--- config.mk ---
export PLATFORM = sky130hd
export DESIGN_NAME = priv_perm_check
export DESIGN_NICKNAME = d
export VERILOG_FILES = /design/src/rtl/pchk_pkg.sv /design/src/rtl/pchk_ctrl.sv /design/src/rtl/pchk_dpath.sv /design/src/rtl/priv_perm_check.sv
export SDC_FILE = /design/constraint.sdc
export NUM_CORES = 1
export LEC_CHECK = 0
export ABC_AREA = 1
export BUFFER_PORTS_ARGS = -buffer_cell sky130_fd_sc_hd__buf_4
export CAP_MARGIN = 5
export CORE_AREA = 2 2 39 41
export CTS_CLUSTER_DIAMETER = 200
export DETAILED_ROUTE_END_ITERATION = 16
export DIE_AREA = 0 0 41 43
export MAX_ROUTING_LAYER = met4
export PLACE_DENSITY = 0.67
export SLEW_MARGIN = 20
export SYNTH_ARGS = -nofsm -noshare
export SYNTH_HDL_FRONTEND = slang
export SYNTH_HIERARCHICAL = 1
export SYNTH_SLANG_ARGS = --single-unit
export TNS_END_PERCENT = 10
--- constraint.sdc ---
create_clock -name clk -period 1.4 [get_ports clk]
set_clock_uncertainty 0.05 [all_clocks]
set_input_delay 0.07 -clock clk [delete_from_list [all_inputs] [get_ports clk]]
set_output_delay 0.07 -clock clk [all_outputs]
set_load 0.05 [all_outputs]
--- src/rtl/pchk_pkg.sv ---
package pchk_pkg;
  localparam int CLASS_W = 3;
  localparam int PRIV_W  = 2;
  localparam int SIZE_W  = 3;
  localparam int SIZE_CODES = 1 << SIZE_W;

  typedef enum logic [CLASS_W-1:0] {
    OP_WAIT    = 3'd0,
    OP_VMFENCE = 3'd1,
    OP_HFENCEV = 3'd2,
    OP_HFENCEG = 3'd3,
    OP_HLOAD   = 3'd4,
    OP_HSTORE  = 3'd5,
    OP_HLOADX  = 3'd6,
    OP_RSVD    = 3'd7
  } opClass_e;

  localparam logic [PRIV_W-1:0] PRIV_USER = 2'd0;
  localparam logic [PRIV_W-1:0] PRIV_SUP  = 2'd1;
  localparam logic [PRIV_W-1:0] PRIV_MACH = 2'd3;

  typedef enum logic [1:0] {
    ACC_NONE  = 2'd0,
    ACC_LOAD  = 2'd1,
    ACC_STORE = 2'd2,
    ACC_LOADX = 2'd3
  } accKind_e;

  typedef struct packed {
    logic     permit;
    logic     faultIll;
    logic     faultVirt;
    logic     wantHalt;
    logic     wantFence;
    accKind_e accKind;
  } ctlStrobes_t;
endpackage

--- src/rtl/pchk_ctrl.sv ---
module pchk_ctrl
  import pchk_pkg::*;
(
  input  logic [CLASS_W-1:0] instClass,
  input  logic [PRIV_W-1:0]  privLevel,
  input  logic               virtOn,
  input  logic               statusTw,
  input  logic               statusTvm,
  input  logic               hypVtvm,
  input  logic               hypUserAccess,
  input  logic               hypPresent,
  output ctlStrobes_t        strobes
);
  logic isMach, isSup, isUser;
  logic hypPermit;

  assign isMach = (privLevel == PRIV_MACH);
  assign isSup  = (privLevel == PRIV_SUP);
  assign isUser = !isMach && !isSup;   // code 2 folds onto user

  assign hypPermit = isMach || (isSup && !virtOn) ||
                     (isUser && !virtOn && hypUserAccess);

  // shared rule for both hypervisor fences
  function automatic ctlStrobes_t hfenceRule(input logic m, input logic s, input logic v);
    ctlStrobes_t r;
    r = '0;
    if (s && v) r.faultVirt = 1'b1;
    else if (m || s) begin
      r.permit    = 1'b1;
      r.wantFence = 1'b1;
    end else r.faultIll = 1'b1;
    return r;
  endfunction

  always_comb begin
    strobes = '0;
    unique case (opClass_e'(instClass))
      OP_WAIT: begin
        if ((isSup && statusTw) || virtOn) strobes.faultVirt = 1'b1;
        else begin
          strobes.permit   = 1'b1;
          strobes.wantHalt = 1'b1;
        end
      end
      OP_VMFENCE: begin
        if (isUser || (isSup && statusTvm)) strobes.faultIll = 1'b1;
        else if (hypPresent && virtOn && hypVtvm) strobes.faultVirt = 1'b1;
        else begin
          strobes.permit    = 1'b1;
          strobes.wantFence = 1'b1;
        end
      end
      OP_HFENCEV: strobes = hfenceRule(isMach, isSup, virtOn);
      OP_HFENCEG: begin
        if (isSup && !virtOn && statusTvm) strobes.faultIll = 1'b1;
        else strobes = hfenceRule(isMach, isSup, virtOn);
      end
      OP_HLOAD, OP_HSTORE, OP_HLOADX: begin
        if (hypPermit) begin
          strobes.permit  = 1'b1;
          strobes.accKind = (opClass_e'(instClass) == OP_HLOAD)  ? ACC_LOAD  :
                            (opClass_e'(instClass) == OP_HSTORE) ? ACC_STORE : ACC_LOADX;
        end else if (virtOn) strobes.faultVirt = 1'b1;
        else strobes.faultIll = 1'b1;
      end
      default: strobes.faultIll = 1'b1;
    endcase
  end
endmodule

--- src/rtl/pchk_dpath.sv ---
module pchk_dpath
  import pchk_pkg::*;
#(
  parameter logic [SIZE_CODES-1:0] LOAD_SIZES  = 8'b0111_1111,
  parameter logic [SIZE_CODES-1:0] STORE_SIZES = 8'b0111_1111,
  parameter logic [SIZE_CODES-1:0] LOADX_SIZES = 8'b0010_1000
)(
  input  logic              clk,
  input  logic              rstN,
  input  logic              reqValid,
  input  logic [SIZE_W-1:0] memSize,
  input  ctlStrobes_t       strobes,
  output logic              outValid,
  output logic              allow,
  output logic              twoStageEn,
  output logic              haltReq,
  output logic              fenceReq,
  output logic              illegalFault,
  output logic              virtFault
);
  logic [SIZE_CODES-1:0] sizeMask;
  logic sizeBad, allowNext;

  always_comb begin
    unique case (strobes.accKind)
      ACC_LOAD:  sizeMask = LOAD_SIZES;
      ACC_STORE: sizeMask = STORE_SIZES;
      ACC_LOADX: sizeMask = LOADX_SIZES;
      default:   sizeMask = '1;
    endcase
  end

  assign sizeBad   = (strobes.accKind != ACC_NONE) && !sizeMask[memSize];
  assign allowNext = strobes.permit && !sizeBad;

  always_ff @(posedge clk) begin
    if (!rstN) begin
      outValid     <= 1'b0;
      allow        <= 1'b0;
      twoStageEn   <= 1'b0;
      haltReq      <= 1'b0;
      fenceReq     <= 1'b0;
      illegalFault <= 1'b0;
      virtFault    <= 1'b0;
    end else begin
      outValid     <= reqValid;
      allow        <= reqValid && allowNext;
      twoStageEn   <= reqValid && allowNext && (strobes.accKind != ACC_NONE);
      haltReq      <= reqValid && allowNext && strobes.wantHalt;
      fenceReq     <= reqValid && allowNext && strobes.wantFence;
      illegalFault <= reqValid && (strobes.faultIll || (strobes.permit && sizeBad));
      virtFault    <= reqValid && strobes.faultVirt;
    end
  end

  p_one_verdict_r2: assert property (@(posedge clk) disable iff (!rstN)
    outValid |-> $onehot({allow, illegalFault, virtFault}));
  p_latency_r1: assert property (@(posedge clk) disable iff (!rstN)
    reqValid |=> outValid);
  p_quiet_idle_r1: assert property (@(posedge clk) disable iff (!rstN)
    !outValid |-> !(allow || twoStageEn || haltReq || fenceReq || illegalFault || virtFault));
  p_action_needs_allow_r11: assert property (@(posedge clk) disable iff (!rstN)
    (haltReq || fenceReq || twoStageEn) |-> allow);
  p_single_action_r11: assert property (@(posedge clk) disable iff (!rstN)
    $countones({haltReq, fenceReq, twoStageEn}) <= 1);
endmodule

--- src/rtl/priv_perm_check.sv ---
module priv_perm_check
  import pchk_pkg::*;
(
  input  logic               clk,
  input  logic               rstN,
  input  logic               reqValid,
  input  logic [CLASS_W-1:0] instClass,
  input  logic [PRIV_W-1:0]  privLevel,
  input  logic               virtOn,
  input  logic               statusTw,
  input  logic               statusTvm,
  input  logic               hypVtvm,
  input  logic               hypUserAccess,
  input  logic               hypPresent,
  input  logic [SIZE_W-1:0]  memSize,
  output logic               outValid,
  output logic               allow,
  output logic               twoStageEn,
  output logic               haltReq,
  output logic               fenceReq,
  output logic               illegalFault,
  output logic               virtFault
);
  ctlStrobes_t strobes;

  pchk_ctrl u_ctrl (
    .instClass(instClass), .privLevel(privLevel), .virtOn(virtOn),
    .statusTw(statusTw), .statusTvm(statusTvm), .hypVtvm(hypVtvm),
    .hypUserAccess(hypUserAccess), .hypPresent(hypPresent), .strobes(strobes)
  );

  pchk_dpath u_dpath (
    .clk(clk), .rstN(rstN), .reqValid(reqValid), .memSize(memSize),
    .strobes(strobes), .outValid(outValid), .allow(allow),
    .twoStageEn(twoStageEn), .haltReq(haltReq), .fenceReq(fenceReq),
    .illegalFault(illegalFault), .virtFault(virtFault)
  );

  // virtual fault only when virtualized, except the supervisor wait trap
  p_vfault_source_r8: assert property (@(posedge clk) disable iff (!rstN)
    virtFault |-> ($past(virtOn) || $past(instClass) == OP_WAIT));
  p_user_vmfence_illegal_r4: assert property (@(posedge clk) disable iff (!rstN)
    (reqValid && instClass == OP_VMFENCE && privLevel == PRIV_USER) |=> illegalFault);
  p_halt_from_wait_r3: assert property (@(posedge clk) disable iff (!rstN)
    haltReq |-> $past(instClass) == OP_WAIT);
  p_twostage_class_r7: assert property (@(posedge clk) disable iff (!rstN)
    twoStageEn |-> $past(instClass) inside {OP_HLOAD, OP_HSTORE, OP_HLOADX});
endmodule

==> results.yml, run 1 <==
outcome:
  status: "complete, no violations"
worst_setup_path:
  cp_num_buf_inv: 2
  cpLargestDelayFamily: "simple AND/OR/NAND/NOR gates"
  critPathMaxFanout: 5
  slowest_delay_ns: 0.19
  cp_cell_sequence: "buf_4 -> inv_1 -> nand2_1 -> nand2_1 -> nand2_1 -> a21oi_1 -> nor2_2 -> nor2_1 -> nand2_1 -> nand2_2 -> nor2_1"
  cpMostUsedCell: "nand2_1"
  crit_path_end_kind: "flop"
  worstPathArrival_ns: 1.18
  cpMaxStageDelayCell: "a21oi_1"
  crit_required_ns: 1.49
  critPathKind: "in2reg"
  start_kind: "input port"
timing:
  rsz0062_at_grt: "no"
  relSlewSlack: 0.847
  finalHoldViolCount: 0
  post-route-period-util: 0.777
  fmax_ghz: 0.920
  slew_viol_final: 0
  post-route-min-period_ns: 1.09
  fin_ws_ns: 0.313
  finalSetupViolCount: 0
  setup_tns_ns: 0
  worst_pin_slew_ns: 0.229
cts:
  cts_buffers: 3
  cts_hold_buffers: 0
  cts.sinks: 7
  clkTransAtPathRegs_ns: 0.05
  root_buffer: "clkbuf_4"
  htree_levels: 1
  post_cts_buffers: 0
  cts_tree: "done"
  cts_buffer_depth: 2
  cts-resized-gates: 0
layout:
  antenna_cells: 0
  syn_to_final_growth_pct: 47.1
  nets: 135
  final_cells: 133
  drive_gt1_frac: 0.282
  fin_util: 0.528
routing:
  wl_per_cell_um: 9.04
  dr.pass1.iters: 5
  post-route-drc-count: 0
  drt_wl_total_um: 1200
  via_count: 613
  ant_nets: 0
  drt-initial-drc-count: 18
  viasPerCell: 4.61
yosys:
  synth-seq-cells: 7
  synth_nets: 105
  synth_area_sq_um: 497
  ys_types: 13
  synthCells: 88
  ys_seq_area_frac: 0.282
  yosysWarnings: 6
  synthTopCellsByArea: "dfxtp_1 (28%), nand2_1 (19%), nor2_1 (14%)"
  synth_top_cell_area_share: 0.282
  synth.largest_area_cell: "dfxtp_1"
  avgSynthCellArea_sq_um: 5.64
power_and_ir_drop:
  power_density_nw_per_um2: 753
  ir_worst_vdd_v: 0.000210
  p_leak_nw: 0.426
  fin_total_pwr_w: 0.000550
die:
  die_y_um: 43
  dieArea_sq_um: 1760
  core_sq_um: 1380
  start_util: 0.359
  std_cell_rows: 14
  die_x_um: 41
  io_pins: 24
flow_run:
  drv_cap: 0
grt:
  grtUsageTotal: 0.166
  antenna_found_initial: 0
  grt_max_degree: 8
  grt_pass1_vias: 572
  grt_overflow: 0
  grt_first_pass_wirelength_um: 1970
placed_design:
  place_ws_ns: 0.0609
  gp_congestion: 0.797
  port_buffers: 23
  place_inst: 129
  hpwlAfterDp_um: 1020
hold_path:
  min_path_type: "in2reg"
[cell usage in the layout (no fill, tap or decap), types with 2 or more instances in the layout]
cell / instances
a21oi_1: 3
buf_4: 25
nand2_1: 25
dfxtp_1: 7
nand3_1: 11
nand3b_1: 2
clkbuf_4: 3
inv_1: 15
nor2_1: 19
[kinds of logic after synthesis]
kind of cell | synth area share
AND/OR/NAND/NOR | 0.539
buffers and inverters | 0.121
flip-flops | 0.282
AO/OA/AOI/OAI | 0.0579
[cells in the mapped netlist]
cell and count:
nand2_1 25, nor2_2 1, nand3b_1 2, a21oi_2 1
dfxtp_1 7, nor2_1 19, nand3_1 11, nand2_2 1
inv_1 15, o21ai_0 1, nor2_8 1, inv_2 1
a21oi_1 3
[worst min-delay path, stage by stage]
cell and delay [ns]:
buf_4 0.08, nand2_1 0.13, inv_1 0.10
[power breakdown]
part | leakage [nW] | switching [W] | internal [W]
registers | 0.0570 | 0.00000150 | 0.000206
clock network | 0.0150 | 0.0000703 | 0.000109
logic | 0.354 | 0.0000970 | 0.0000672
total | 0.426 | 0.000169 | 0.000382
[routing by layer]
metal	vias to the layer above	track usage	wire length (um)
met5	-	-	0
met2	30	0.266	632
li1	327	-	-
met1	254	0.172	449
met4	0	0.153	19
met3	2	0	102
[through the flow]
step / instance area, sq um / hold slack [ns]
2_1_floorplan: 497 / 0.267
3_3_place_gp: 704 / 0.380
3_5_place_dp: 704 / 0.382
4_1_cts: 731 / 0.121
5_1_grt: 731 / 0.153
6_report: 731 / 0.131
[worst paths after layout]
path / from / to / slack [ns] / depth (start not counted)
worst min-delay path: reqValid / u_dpath/outValid / 0.13 / 3
worst max-delay path: virtOn / u_dpath/fenceReq / 0.31 / 11
[flip-flops by register name, summed over array words and instances (netlist names)]
| name | count |
|---|---|
| u_dpath/allow | 1 |
| u_dpath/fenceReq | 1 |
| u_dpath/haltReq | 1 |
| u_dpath/illegalFault | 1 |
| u_dpath/outValid | 1 |
| u_dpath/twoStageEn | 1 |
| u_dpath/virtFault | 1 |
[area by class of cell]
cell class,instances,area (sq um)
Inverter,16,60.1
Tap cell,16,20.0
Fill cell,140,653
Clock buffer,4,26.3
Multi-Input combinational cell,65,297
Timing Repair Buffer,25,188
Sequential cell,7,140
Note: power is estimated with default switching activity, not from simulation.
==> inputs of run 2 (changes only) <==
--- a/config.mk
+++ b/config.mk
@@ -13,7 +13,7 @@
 export DETAILED_ROUTE_END_ITERATION = 16
 export DIE_AREA = 0 0 41 43
 export MAX_ROUTING_LAYER = met4
-export PLACE_DENSITY = 0.67
+export PLACE_DENSITY = 0.69
 export SLEW_MARGIN = 20
 export SYNTH_ARGS = -nofsm -noshare
 export SYNTH_HDL_FRONTEND = slang
==> constraint.sdc (replaced) <==
create_clock -name clk -period 1 [get_ports clk]
set_clock_uncertainty 0.05 [all_clocks]
set_input_delay 0.05 -clock clk [delete_from_list [all_inputs] [get_ports clk]]
set_output_delay 0.05 -clock clk [all_outputs]
set_load 0.05 [all_outputs]
==> results.yml, run 2 (same netlist as run 1, synthesis figures left out) <==
routing:
  dr.pass1.iters: 4
  wl_per_cell_um: 8.56
  via_count: 627
  post-route-drc-count: 0
  drt_wl_total_um: 1240
  ant_nets: 0
  drt-initial-drc-count: 10
  viasPerCell: 4.32
layout:
  fin_util: 0.616
  seq_area_sq_um: 140
  postLayoutCellArea_sq_um: 852
  multi_input_comb_area_sq_um: 328
  nets: 147
  final_cell_mix: "buf_4 (37), nand2_1 (21), nor2_1 (14)"
  antenna_cells: 0
  fillers: 148
  syn_to_final_growth_pct: 71.5
  final_cells: 145
  layout_commonest_cell: "buf_4"
  drive_gt1_frac: 0.465
timing:
  post-route-min-period_ns: 0.928
  slew_viol_final: 0
  worst_pin_slew_ns: 0.227
  finalSetupViolCount: 0
  fmax_ghz: 1.08
  relSlewSlack: 0.848
  setup_tns_ns: 0
  post-route-period-util: 0.928
  finalHoldViolCount: 0
power_and_ir_drop:
  power_density_nw_per_um2: 959
  ir_worst_vdd_v: 0.000349
  p_leak_nw: 0.481
cts:
  cts_hold_buffers: 0
  clkTransAtPathRegs_ns: 0.05
  cts.sinks: 7
  cts_buffer_depth: 2
  root_buffer: "clkbuf_4"
  cts_buffers: 3
  htree_levels: 1
  cts_tree: "done"
grt:
  grt_first_pass_wirelength_um: 2010
  grt_max_degree: 8
  antenna_found_initial: 0
  grt_pass1_vias: 571
  grtUsageTotal: 0.171
  grt_overflow: 0
worst_setup_path:
  critPathMaxFanout: 4
  critPathKind: "in2reg"
  worstPathArrival_ns: 1.06
  crit_required_ns: 1.13
  critPathLaunch: "instClass[1]"
  start_kind: "input port"
  crit_path_end_kind: "flop"
die:
  std_cell_rows: 14
  core_sq_um: 1380
  dieArea_sq_um: 1760
  die_y_um: 43
  start_util: 0.359
  die_x_um: 41
  io_pins: 24
hold_path:
  min_path_type: "in2reg"
  hold_start: "reqValid"
outcome:
  status: "complete, no violations"
flow_run:
  drv_cap: 0
placed_design:
  gp_congestion: 0.795
  dpl_cell_area_sq_um: 801
  place_inst: 141
  port_buffers: 23
  hpwlAfterDp_um: 1070
==> run 2: worst paths after layout <==
kind          endpoint  slack [ns]  depth (start not counted)
min   u_dpath/outValid        0.10                          3
max    u_dpath/haltReq        0.07                         12
==> run 2: layout make-up <==
| class | count | share of cell area |
|---|---|---|
| repair buffers | 37 | 0.326 |
| multi-input cells | 65 | 0.385 |
| well taps | 16 | 0.0235 |
| inverters | 16 | 0.0705 |
| flip-flops and latches | 7 | 0.164 |
| clock buffers | 4 | 0.0308 |
==> run 2: report_power, final <==
group	total, W	internal (W)	switching [W]
logic	0.000281	0.000129	0.000152
clock network	0.000245	0.000152	0.0000937
registers	0.000291	0.000289	0.00000215
==> run 2: layer usage <==
layer | share of wire | GRT usage | vias up
met4 | 0.025 | 0.140 | 0
met5 | 0 | - | -
met1 | 0.37 | 0.160 | 254
li1 | - | - | 351
met3 | 0.045 | 0.00524 | 4
met2 | 0.56 | 0.297 | 18
==> run 2: through the flow <==
step | total power (W) | hold slack [ns] | worst slack (ns)
3_3_place_gp | 0.000560 | 0.360 | -0.232
6_report | 0.000817 | 0.101 | 0.0722
2_1_floorplan | 0.000431 | 0.226 | 0.00403
5_1_grt | 0.000876 | 0.115 | -0.00339
4_1_cts | 0.000817 | 0.0930 | 0.00866
3_5_place_dp | 0.000564 | 0.354 | -0.254
==> run 2: what timing repair did <==
| item | CTS | global route |
|---|---|---|
| gates resized for setup | 0 | 13 |
| setup endpoints to repair | 0 | 5 |
| buffers inserted | 0 | 0 |
==> run 2: critical path: stages <==
cell     delay, ns
buf_4         0.12
inv_2         0.06
nand2_1       0.06
nor2_2        0.15
nand2_1       0.06
nor2_1        0.10
nor2_1        0.06
nand2_1       0.07
inv_2         0.06
nor2_8        0.12
nand2_4       0.07
nor2_1        0.09
==> inputs of run 3 (changes only) <==
--- a/config.mk
+++ b/config.mk
@@ -13,10 +13,9 @@
 export DETAILED_ROUTE_END_ITERATION = 16
 export DIE_AREA = 0 0 41 43
 export MAX_ROUTING_LAYER = met4
-export PLACE_DENSITY = 0.69
+export PLACE_DENSITY = 0.67
 export SLEW_MARGIN = 20
 export SYNTH_ARGS = -nofsm -noshare
 export SYNTH_HDL_FRONTEND = slang
-export SYNTH_HIERARCHICAL = 1
 export SYNTH_SLANG_ARGS = --single-unit
 export TNS_END_PERCENT = 10
==> constraint.sdc (replaced) <==
create_clock -name clk -period 1 [get_ports clk]
set_clock_uncertainty 0.05 [all_clocks]
set_input_delay 0.2 -clock clk [delete_from_list [all_inputs] [get_ports clk]]
set_output_delay 0.2 -clock clk [all_outputs]
set_load 0.05 [all_outputs]
==> results.yml, run 3 <==
outcome:
  status: "complete, no violations"
yosys:
  synth_area_sq_um: 469
  ys_top_cells_by_count: "nand2_1 (15), nor2_1 (14), nand3_1 (9)"
  synth.largest_area_cell: "dfxtp_1"
  avgSynthCellArea_sq_um: 6.34
  synthTopCellsByArea: "dfxtp_1 (30%), nand2_1 (12%), nor2_1 (11%)"
  async_reset_ff_frac: 0
  synth_top_cell_area_share: 0.299
  yosysMostFrequentCell: "nand2_1"
  synth-seq-cells: 7
  synthCells: 74
  ys_types: 19
  ys_seq_area_frac: 0.299
  synth_nets: 91
  synth-edff-count: 0
  yosysWarnings: 0
  ys.flop_type: "dfxtp_1"
power_and_ir_drop:
  p_sw_w: 0.000222
  p_sw_frac: 0.288
  p_clk_frac: 0.315
  ir_worst_vdd_v: 0.000469
  internal-power_w: 0.000548
  p_leak_nw: 0.381
  p_seq_frac: 0.380
  power_density_nw_per_um2: 1010
  power_frac_comb: 0.305
routing:
  ant_nets: 0
  dr.pass1.iters: 4
  post-route-drc-count: 0
  drt_wl_total_um: 1090
  drt-initial-drc-count: 11
  wl_per_cell_um: 8.85
  viasPerCell: 4.54
  via_count: 559
cts:
  root_buffer: "clkbuf_4"
  post_cts_buffers: 0
  cts.sinks: 7
  cts_tree: "done"
  clkTransAtPathRegs_ns: 0.05
  cts_buffer_depth: 2
  htree_levels: 1
  cts_buffers: 3
layout:
  drive_gt1_frac: 0.477
  final_cells: 123
  antenna_cells: 0
  layout_commonest_cell: "buf_4"
  fin_util: 0.552
  nets: 125
  final_cell_mix: "buf_4 (22), nand2_1 (15), nor2_1 (14)"
  syn_to_final_growth_pct: 62.7
placed_design:
  hpwlAfterDp_um: 946
  port_buffers: 23
  gp_congestion: 0.921
  place_inst: 119
worst_setup_path:
  cp_num_buf_inv: 1
  cpLargestDelayFamily: "flip-flops"
  cp_cell_sequence: "buf_6"
  crit_required_ns: 0.75
  critPathKind: "reg2out"
  start_kind: "flop"
  crit_path_end_kind: "output port"
  critPathMaxFanout: 1
  worstPathArrival_ns: 0.72
  slowest_delay_ns: 0.32
  cpMaxStageDelayCell: "dfxtp_1"
grt:
  grt_pass1_vias: 509
  grt_first_pass_wirelength_um: 1860
  antenna_found_initial: 0
  grt_overflow: 0
  grtUsageTotal: 0.154
  grt_max_degree: 8
flow_run:
  drv_cap: 0
timing:
  fmax_ghz: 1.03
  finalSetupViolCount: 0
  finalHoldViolCount: 0
  worst_pin_slew_ns: 0.201
  post-route-min-period_ns: 0.969
  setup_tns_ns: 0
  relSlewSlack: 0.865
  post-route-period-util: 0.969
  slew_viol_final: 0
die:
  io_pins: 24
  die_x_um: 41
  start_util: 0.339
  std_cell_rows: 14
  dieArea_sq_um: 1760
  die_y_um: 43
  core_sq_um: 1380
hold_path:
  min_path_type: "in2reg"
## run 3: cell count changes after synthesis, moves of 2 or more
cell	delta
inv_2	+4
nand3b_1	-2
a21oi_1	-2
nand3_1	-2
nor2_1	-5
nand2_2	+4
nand2_1	-10
inv_1	-10
## run 3: tightest hold or removal path, stage by stage
cell and delay [ns]:
buf_4 0.07, nand2_1 0.05, inv_1 0.06
## run 3: cell families (layout without fill, tap and decap cells)
| family | after synthesis | after routing | share of synthesized area |
|---|---|---|---|
| buffers and inverters | 10 | 43 | 0.0800 |
| DFF | 7 | 7 | 0.299 |
| AOI/OAI and AO/OA | 8 | 8 | 0.131 |
| and+or+nand+nor | 49 | 49 | 0.491 |
## run 3: metal layers
metal | vias up | routed length (um) | global-route usage
met5 | - | 0 | -
met4 | 0 | 0 | 0.0400
met3 | 0 | 54 | 0.0471
met2 | 19 | 546 | 0.228
met1 | 240 | 488 | 0.199
li1 | 300 | - | -
## run 3: through the flow
step	hold slack [ns]	area (sq um)	worst slack (ns)	power, W
6_report	0.132	763	0.0312	0.000769
5_1_grt	0.136	763	-0.00485	0.000821
4_1_cts	0.126	741	0.000609	0.000779
3_5_place_dp	0.384	707	-0.133	0.000525
3_3_place_gp	0.376	707	-0.127	0.000521
2_1_floorplan	0.280	469	0.0910	0.000416
## run 3: final timing paths
| check | depth (start not counted) | end | from |
|---|---|---|---|
| worst max-delay path | 1 | illegalFault | u_dpath.illegalFault |
| worst min-delay path | 3 | u_dpath.outValid | reqValid |
## run 3: repair_timing
| item | 4_1_cts | 5_1_grt |
|---|---|---|
| cloned | 0 | 0 |
| setup endpoints to repair | 2 | 7 |
| resized for setup | 2 | 8 |
| hold buffers | 0 | 0 |
## run 3: layout make-up
class / instances / area [sq um]
Sequential cell: 7 / 144
Multi-Input combinational cell: 57 / 292
Clock buffer: 4 / 26.3
Tap cell: 16 / 20.0
Inverter: 10 / 37.5
Fill cell: 140 / 621
Timing Repair Buffer: 29 / 244
## run 3: power by group through the flow
stage	sequential [W]	combinational, W	clock (W)
floorplan	0.000325	0.0000902	0
global placement	0.000295	0.000226	0
detailed placement	0.000296	0.000230	0
CTS	0.000290	0.000231	0.000257
global route	0.000292	0.000257	0.000272
finish	0.000292	0.000235	0.000243
